--- config.mk ---
export PLATFORM = sky130hd
export DESIGN_NAME = backlight_pwm_gen
export DESIGN_NICKNAME = d
export VERILOG_FILES = /design/src/rtl/bl_pwm_pkg.sv /design/src/rtl/bl_shadow_regs.sv /design/src/rtl/bl_ratio_sel.sv /design/src/rtl/bl_pwm_core.sv /design/src/rtl/backlight_pwm_gen.sv
export SDC_FILE = /design/constraint.sdc
export NUM_CORES = 1
export LEC_CHECK = 0
export BUFFER_PORTS_ARGS = -buffer_cell sky130_fd_sc_hd__buf_2
export CAP_MARGIN = 20
export CORE_ASPECT_RATIO = 1.25
export CORE_MARGIN = 3
export CORE_UTILIZATION = 55
export CTS_CLUSTER_SIZE = 40
export DETAILED_ROUTE_END_ITERATION = 12
export HOLD_SLACK_MARGIN = 0.06
export PLACE_DENSITY = 0.75
export SYNTH_ARGS = -nofsm -noshare
export SYNTH_HDL_FRONTEND = slang
export SYNTH_SLANG_ARGS = --single-unit
export TNS_END_PERCENT = 100
--- constraint.sdc ---
create_clock -name clk -period 5 [get_ports clk]
set_input_delay 0.25 -clock clk [delete_from_list [all_inputs] [get_ports clk]]
set_output_delay 0.25 -clock clk [all_outputs]
set_load 0.05 [all_outputs]
--- src/rtl/bl_pwm_pkg.sv ---
package bl_pwm_pkg;

    localparam int F_W  = 8;
    localparam int PN_W = 5;

    // Pull a bit count into the supported window.
    function automatic logic [PN_W-1:0] clamp_pn(input logic [PN_W-1:0] pn,
                                                 input int lo, input int hi);
        if (int'(pn) < lo) return PN_W'(lo);
        if (int'(pn) > hi) return PN_W'(hi);
        return pn;
    endfunction

    // A zero pre-divider is run as a divide-by-one.
    function automatic logic [F_W-1:0] nonzero_f(input logic [F_W-1:0] f);
        return (f == '0) ? F_W'(1) : f;
    endfunction

endpackage

--- src/rtl/bl_shadow_regs.sv ---
module bl_shadow_regs
    import bl_pwm_pkg::*;
#(
    parameter int BRT_W = 16
) (
    input  logic             clk,
    input  logic             rst,
    input  logic             wr_en,
    input  logic [1:0]       wr_addr,
    input  logic [BRT_W-1:0] wr_data,
    output logic             en_o,
    output logic [F_W-1:0]   f_o,
    output logic [PN_W-1:0]  pn_o,
    output logic [BRT_W-1:0] lvl_o
);

    typedef struct packed {
        logic             en;
        logic [F_W-1:0]   f;
        logic [PN_W-1:0]  pn;
        logic [BRT_W-1:0] lvl;
    } shadow_t;

    shadow_t sh_d, sh_q;

    always_comb begin
        sh_d = sh_q;
        if (wr_en) begin
            unique case (wr_addr)
                2'd0: sh_d.en  = wr_data[0];
                2'd1: sh_d.f   = wr_data[F_W-1:0];
                2'd2: sh_d.pn  = wr_data[PN_W-1:0];
                default: sh_d.lvl = wr_data;
            endcase
        end
    end

    always_ff @(posedge clk) begin
        if (rst) begin
            sh_q <= '{en: 1'b0, f: F_W'(1), pn: '0, lvl: '0};
        end else begin
            sh_q <= sh_d;
        end
    end

    assign en_o  = sh_q.en;
    assign f_o   = sh_q.f;
    assign pn_o  = sh_q.pn;
    assign lvl_o = sh_q.lvl;

endmodule

--- src/rtl/bl_ratio_sel.sv ---
module bl_ratio_sel
    import bl_pwm_pkg::*;
#(
    parameter int PN_MIN = 2,
    parameter int PN_MAX = 8,
    parameter int DEF_F  = 4,
    parameter int DEF_PN = 6
) (
    input  logic            en_i,
    input  logic [F_W-1:0]  f_i,
    input  logic [PN_W-1:0] pn_i,
    output logic [F_W-1:0]  f_eff_o,
    output logic [PN_W-1:0] pn_eff_o
);

    logic [F_W-1:0]  f_raw;
    logic [PN_W-1:0] pn_raw;

    always_comb begin
        f_raw    = en_i ? f_i  : F_W'(DEF_F);
        pn_raw   = en_i ? pn_i : PN_W'(DEF_PN);
        f_eff_o  = nonzero_f(f_raw);
        pn_eff_o = clamp_pn(pn_raw, PN_MIN, PN_MAX);
    end

endmodule

--- src/rtl/bl_pwm_core.sv ---
module bl_pwm_core
    import bl_pwm_pkg::*;
#(
    parameter int BRT_W  = 16,
    parameter int PN_MIN = 2,
    parameter int PN_MAX = 8,
    parameter int DEF_F  = 4,
    parameter int DEF_PN = 6
) (
    input  logic             clk,
    input  logic             rst,
    input  logic [F_W-1:0]   f_eff_i,
    input  logic [PN_W-1:0]  pn_eff_i,
    input  logic [BRT_W-1:0] lvl_i,
    output logic             pwm_o,
    output logic [PN_W-1:0]  pn_act_o
);

    localparam int CNT_W = (PN_MAX < 1) ? 1 : PN_MAX;
    localparam int SPN_W = CNT_W + 1;
    localparam logic [F_W-1:0]  RST_F  = nonzero_f(F_W'(DEF_F));
    localparam logic [PN_W-1:0] RST_PN = clamp_pn(PN_W'(DEF_PN), PN_MIN, PN_MAX);

    typedef struct packed {
        logic [F_W-1:0]   pc;
        logic [CNT_W-1:0] dc;
        logic [F_W-1:0]   f_act;
        logic [PN_W-1:0]  pn_act;
        logic [BRT_W-1:0] lvl;
        logic             pwm;
    } core_t;

    core_t st_d, st_q;
    logic  tick, wrap;

    always_comb begin
        st_d = st_q;
        tick = (st_q.pc == st_q.f_act - F_W'(1));
        wrap = ({1'b0, st_q.dc} + SPN_W'(1)) == (SPN_W'(1) << st_q.pn_act);
        if (tick) begin
            st_d.pc = '0;
            if (wrap) begin
                st_d.dc     = '0;
                st_d.f_act  = f_eff_i;
                st_d.pn_act = pn_eff_i;
                st_d.lvl    = lvl_i;
            end else begin
                st_d.dc = st_q.dc + CNT_W'(1);
            end
        end else begin
            st_d.pc = st_q.pc + F_W'(1);
        end
        st_d.pwm = BRT_W'(st_d.dc) < st_d.lvl;
    end

    always_ff @(posedge clk) begin
        if (rst) begin
            st_q <= '{pc: '0, dc: '0, f_act: RST_F, pn_act: RST_PN,
                      lvl: '0, pwm: 1'b0};
        end else begin
            st_q <= st_d;
        end
    end

    assign pwm_o    = st_q.pwm;
    assign pn_act_o = st_q.pn_act;


    duty_range_chk: assert property (@(posedge clk) disable iff (rst)
        ({1'b0, st_q.dc} < (SPN_W'(1) << st_q.pn_act)));


    pre_range_chk: assert property (@(posedge clk) disable iff (rst)
        (st_q.f_act != '0) && (st_q.pc < st_q.f_act));


    pn_cap_chk: assert property (@(posedge clk) disable iff (rst)
        (int'(st_q.pn_act) >= PN_MIN) && (int'(st_q.pn_act) <= PN_MAX));


    hold_cfg_chk: assert property (@(posedge clk) disable iff (rst)
        !(tick && wrap) |=> ($stable(st_q.pn_act) && $stable(st_q.f_act)
                             && $stable(st_q.lvl)));


    dark_chk: assert property (@(posedge clk) disable iff (rst)
        (st_q.lvl == '0) |-> !st_q.pwm);

endmodule

--- src/rtl/backlight_pwm_gen.sv ---
module backlight_pwm_gen
    import bl_pwm_pkg::*;
#(
    parameter int BRT_W  = 16,
    parameter int PN_MIN = 2,
    parameter int PN_MAX = 8,
    parameter int DEF_F  = 4,
    parameter int DEF_PN = 6
) (
    input  logic             clk,
    input  logic             rst,
    input  logic             wr_en,
    input  logic [1:0]       wr_addr,
    input  logic [BRT_W-1:0] wr_data,
    output logic             pwm_o,
    output logic [BRT_W-1:0] max_level_o
);

    logic             sh_en;
    logic [F_W-1:0]   sh_f;
    logic [PN_W-1:0]  sh_pn;
    logic [BRT_W-1:0] sh_lvl;
    logic [F_W-1:0]   f_eff;
    logic [PN_W-1:0]  pn_eff;
    logic [PN_W-1:0]  pn_act;

    bl_shadow_regs #(.BRT_W(BRT_W)) u_regs (
        .clk     (clk),
        .rst     (rst),
        .wr_en   (wr_en),
        .wr_addr (wr_addr),
        .wr_data (wr_data),
        .en_o    (sh_en),
        .f_o     (sh_f),
        .pn_o    (sh_pn),
        .lvl_o   (sh_lvl)
    );

    bl_ratio_sel #(
        .PN_MIN (PN_MIN), .PN_MAX (PN_MAX),
        .DEF_F  (DEF_F),  .DEF_PN (DEF_PN)
    ) u_sel (
        .en_i     (sh_en),
        .f_i      (sh_f),
        .pn_i     (sh_pn),
        .f_eff_o  (f_eff),
        .pn_eff_o (pn_eff)
    );

    bl_pwm_core #(
        .BRT_W  (BRT_W),
        .PN_MIN (PN_MIN), .PN_MAX (PN_MAX),
        .DEF_F  (DEF_F),  .DEF_PN (DEF_PN)
    ) u_core (
        .clk      (clk),
        .rst      (rst),
        .f_eff_i  (f_eff),
        .pn_eff_i (pn_eff),
        .lvl_i    (sh_lvl),
        .pwm_o    (pwm_o),
        .pn_act_o (pn_act)
    );

    assign max_level_o = (BRT_W'(1) << pn_act) - BRT_W'(1);

endmodule

==> summary by stage <==
Run status
The run finished with clean final reports.

Floorplanning
The initial utilization of the core area, before any placement, comes to 0.5771. The die covers 0.008533 mm^2. The die is 102.5 um tall. The width of the chip is 83.23 um. The cell row count is 34. The core box area is 0.007104 mm^2. 38 I/O pins were placed.

STA
The number of max-slew violations in the final report came to 0. Setup violations remaining at the end of the flow were counted as 0. Measured against its own limit, the worst slew margin works out to 0.3092. Adding up every negative setup slack in the final design gives 0 ns.

On the final layout, the worst clock skew is 0.01515 ns. The slew at the pin closest to its max-slew limit is 1.031 ns. The number of hold violations in the final report is 0.

The post-layout minimum cycle time is 4.191 ns. Timing would allow up to 238.6 MHz. The final critical-path share of the clock period is 0.8383.

Setup repair after global routing left no endpoint under its margin.

Placed design
Detailed placement ended at an HPWL of 6558 um. Including well taps, the total number of placed cells is 610. In this run the tool buffered the top-level ports with 37 buffer cells. At the end of routability-driven placement, the weighted congestion stood at 0.8394.

Critical path
The critical path class is reg -> reg. The endpoint of the lowest-slack register-to-register path is u_core.pwm_o. The category of the worst setup path capture point is a flip-flop. The startpoint identified for the worst register-to-register timing path is u_core.st_q[22].

The critical path arrival is 4.40 ns. The critical path starts at u_core.st_q[22]. The data required time at the worst endpoint is 5.21 ns.

The type of origin of the critical path is a flip-flop. Of all nets on the critical path, the largest fanout is 30. Measured in cells, the most critical reg-to-reg path has a length of 14.

The critical path ends at u_core.pwm_o. In this run the register-to-register setup slack is 0.81 ns.

Pwr
IR analysis of the VDD net gives a maximum drop of 0.2127 mV. The net switching power is 0.2840 mW. The power share of the combinational group is 0.057. The cell leakage power is 1.773 nW.

In this run the power density over the cells is 273.6 mW/mm^2. Of the total power, the share spent switching nets is 0.2320. Internal power comes to 0.9401 mW. The share of total power dissipated in the clock network is 0.428.

Of the total power, registers draw 0.515.

Global routing
The number of global-route vias before repair is 3380. For met1 alone, demand over resource in global routing was 0.2695. The highest-utilization routing layer at the global route stage is met2. The largest net degree at the start of global routing is 71. The first global-routing pass estimated 15580 um of wire. The all-layer global routing usage is 0.2250. The met2 demand-to-capacity share in global routing is 0.3988. The initial antenna violation count was 0. The remaining global-route overflow is 0.

For this run, global-route usage on met3 was measured as 0.03997.

Synth
After synthesis, the cell types taking the most area are sky130_fd_sc_hd__dfxtp_1 37%, sky130_fd_sc_hd__nand2_1 8.6%, sky130_fd_sc_hd__a21oi_1 7.0%, sky130_fd_sc_hd__nor2_1 4.1%, sky130_fd_sc_hd__mux2i_1 3.7%. The cell count after synthesis came out at 518. Of the synthesized area, sequential elements account for 0.3711.

The share of synthesized area in the top cell type comes to 0.3711. The number of warnings printed during yosys synthesis is 0. The average instance in the mapped netlist occupies 7.915 um^2. Counting flops and latches in the post-synthesis netlist gives 76. The most area-hungry cell type in the Yosys netlist is sky130_fd_sc_hd__dfxtp_1. The synthesized net count is 550. For this run, the leading register cell type out of synthesis is sky130_fd_sc_hd__dfxtp_1. Yosys mapped a number of flops with a built-in enable equal to 0. Yosys mapped the design onto 64 distinct sky130hd cell types. Summing every instance area after synthesis gives 0.004100 mm^2. After synthesis, the share of flip-flops with an asynchronous set or reset is 0.

Route
The routed via count is 3591. The first detailed-routing pass ran for 5 iterations. In the final routed layout, each cell accounts on average for 14.64 um. The number of nets with antenna violations after detailed routing is 0. The residual DRC count is 0. The initial DRC count is 236. After detailed routing, the number of vias per cell comes to 5.736. The routed wire length is 9162 um.

Clock tree
Counting the buffers created by CTS gives 9. The buffer cell driving the clock tree root is sky130_fd_sc_hd__clkbuf_8. The clock passes through at most 2 buffers. The H-tree depth reported by CTS is 3. The count of hold-fix buffers inserted at cts is 0.

The clock reaches the later pin of the worst-skew pair after 0.36 ns. The total setup buffers inserted after CTS is 0. The clock slew at the register clock pins of the worst setup and hold paths is 0.08 ns. The number of gates resized after cts is 0. The clock net sink count is 76. TritonCTS built the clock tree.

Finish
The repair_antennas step left the layout with diodes totalling 0. The total number of nets in the final design is 563. In the final layout, the share of cells above drive strength 1 is 0.1250. Leaving out filler cells and counting taps, the final layout contains 626. The area growth from synthesis to layout is 9.124%. Counting the fill cells in the layout gives 632.

Flow run
The number of max-cap violations is 0.

Worst hold path
The min-delay analysis places its worst path in the category in -> reg.
cell usage in the layout (no fill, tap or decap), drive strengths merged, types with 3 or more instances in the layout:
cell type	count
xor2	9
nand2	94
dfxtp	76
a21oi	57
o21bai	3
nand3b	4
and4	3
xnor2	8
nor3	12
o211ai	4
nor2	45
or3b	3
buf	38
nor4	14
or3	5
and3	8
inv	12
clkbuf	11
nor2b	6
mux2i	16
a211o	3
nor4b	3
nand2b	4
nor3b	4
a31oi	3
o21ai	23
ha	11
a211oi	3
o21a	3
nand3	15
how the worst min path moves through the flow:
stage,from,end,slack (ns),depth (start not counted)
floorplan,wr_data[0],u_regs.f_o[0],0.37,2
global placement,u_core.st_q[16],u_core.st_q[16],0.45,2
detailed placement,u_core.st_q[11],u_core.st_q[11],0.45,2
CTS,wr_data[14],u_regs.lvl_o[14],0.12,3
global route,wr_data[14],u_regs.lvl_o[14],0.14,3
finish,wr_data[14],u_regs.lvl_o[14],0.13,3
synthesized netlist by cell type, types with 4 or more instances:
master	instances
sky130_fd_sc_hd__a21oi_1	57
sky130_fd_sc_hd__dfxtp_1	76
sky130_fd_sc_hd__xnor2_1	8
sky130_fd_sc_hd__inv_1	11
sky130_fd_sc_hd__buf_2	5
sky130_fd_sc_hd__nor2_1	45
sky130_fd_sc_hd__o21ai_0	23
sky130_fd_sc_hd__nand2b_1	4
sky130_fd_sc_hd__nor3b_1	4
sky130_fd_sc_hd__xor2_1	9
sky130_fd_sc_hd__nand3_1	14
sky130_fd_sc_hd__clkbuf_1	27
sky130_fd_sc_hd__nor3_1	11
sky130_fd_sc_hd__ha_1	11
sky130_fd_sc_hd__and3_1	8
sky130_fd_sc_hd__nor2b_1	6
sky130_fd_sc_hd__mux2i_1	15
sky130_fd_sc_hd__nor4_1	13
sky130_fd_sc_hd__nand2_1	94
sky130_fd_sc_hd__nand3b_1	4
cell families after synthesis:
family / synth area share
flops: 0.3711
buf+inv: 0.04943
simple gates: 0.2737
fa+ha+maj: 0.03357
compound gates: 0.1742
xor+xnor: 0.05310
mux: 0.04486
through the flow:
step	total power, mW	util	setup WS, ns	cell area (um^2)	hold slack (ns)
finish	1.224	0.6298	0.8087	4474	0.1321
global route	1.269	0.6298	0.5147	4474	0.1393
CTS	1.233	0.6298	0.8461	4474	0.1208
detailed placement	0.7133	0.5979	0.8797	4248	0.4510
global placement	0.7114	0.5979	1.062	4248	0.4452
floorplan	0.6902	-	1.405	4100	0.3743
final cells by class:
type,instances,area (um^2),area share
Clock buffer,11,141.4,0.03160
Clock inverter,5,85.08,0.01902
Inverter,12,45.04,0.01007
Multi-Input combinational cell,394,2376,0.5310
Sequential cell,76,1521,0.3400
Tap cell,90,112.6,0.02517
Timing Repair Buffer,38,192.7,0.04306
layer usage:
| metal | wire length [um] | part of all wire |
|---|---|---|
| met5 | 0 | 0 |
| met4 | 201 | 0.022 |
| met3 | 431 | 0.047 |
| met2 | 4542 | 0.50 |
| met1 | 3987 | 0.44 |
worst max-delay path, stage by stage (launching register included):
cell	delay, ns
sky130_fd_sc_hd__dfxtp_1	0.47
sky130_fd_sc_hd__inv_1	0.08
sky130_fd_sc_hd__ha_1	0.31
sky130_fd_sc_hd__o21ba_2	0.24
sky130_fd_sc_hd__a221oi_1	0.32
sky130_fd_sc_hd__a41oi_1	0.09
sky130_fd_sc_hd__a211o_1	0.49
sky130_fd_sc_hd__or3_4	0.65
sky130_fd_sc_hd__mux2i_1	0.19
sky130_fd_sc_hd__ha_1	0.31
sky130_fd_sc_hd__and4_1	0.22
sky130_fd_sc_hd__o211ai_1	0.10
sky130_fd_sc_hd__a31o_2	0.22
sky130_fd_sc_hd__a211oi_1	0.21
sky130_fd_sc_hd__o32ai_1	0.13
sequential cells by signal (all words and copies together) (netlist names):
name,flops
u_core.st_q,40
u_regs.lvl_o,16
u_regs.f_o,8
u_core.pn_act_o,5
u_regs.pn_o,5
u_core.pwm_o,1
u_regs.en_o,1
power groups by stage:
stage / Sequential, mW / Clock, mW / Combinational, mW
global route: 0.632 / 0.558 / 0.0789
CTS: 0.630 / 0.534 / 0.0698
finish: 0.630 / 0.524 / 0.0696
detailed placement: 0.644 / 0 / 0.0694
floorplan: 0.638 / 0 / 0.0524
global placement: 0.644 / 0 / 0.0679
(Power assumes the default switching activity.)
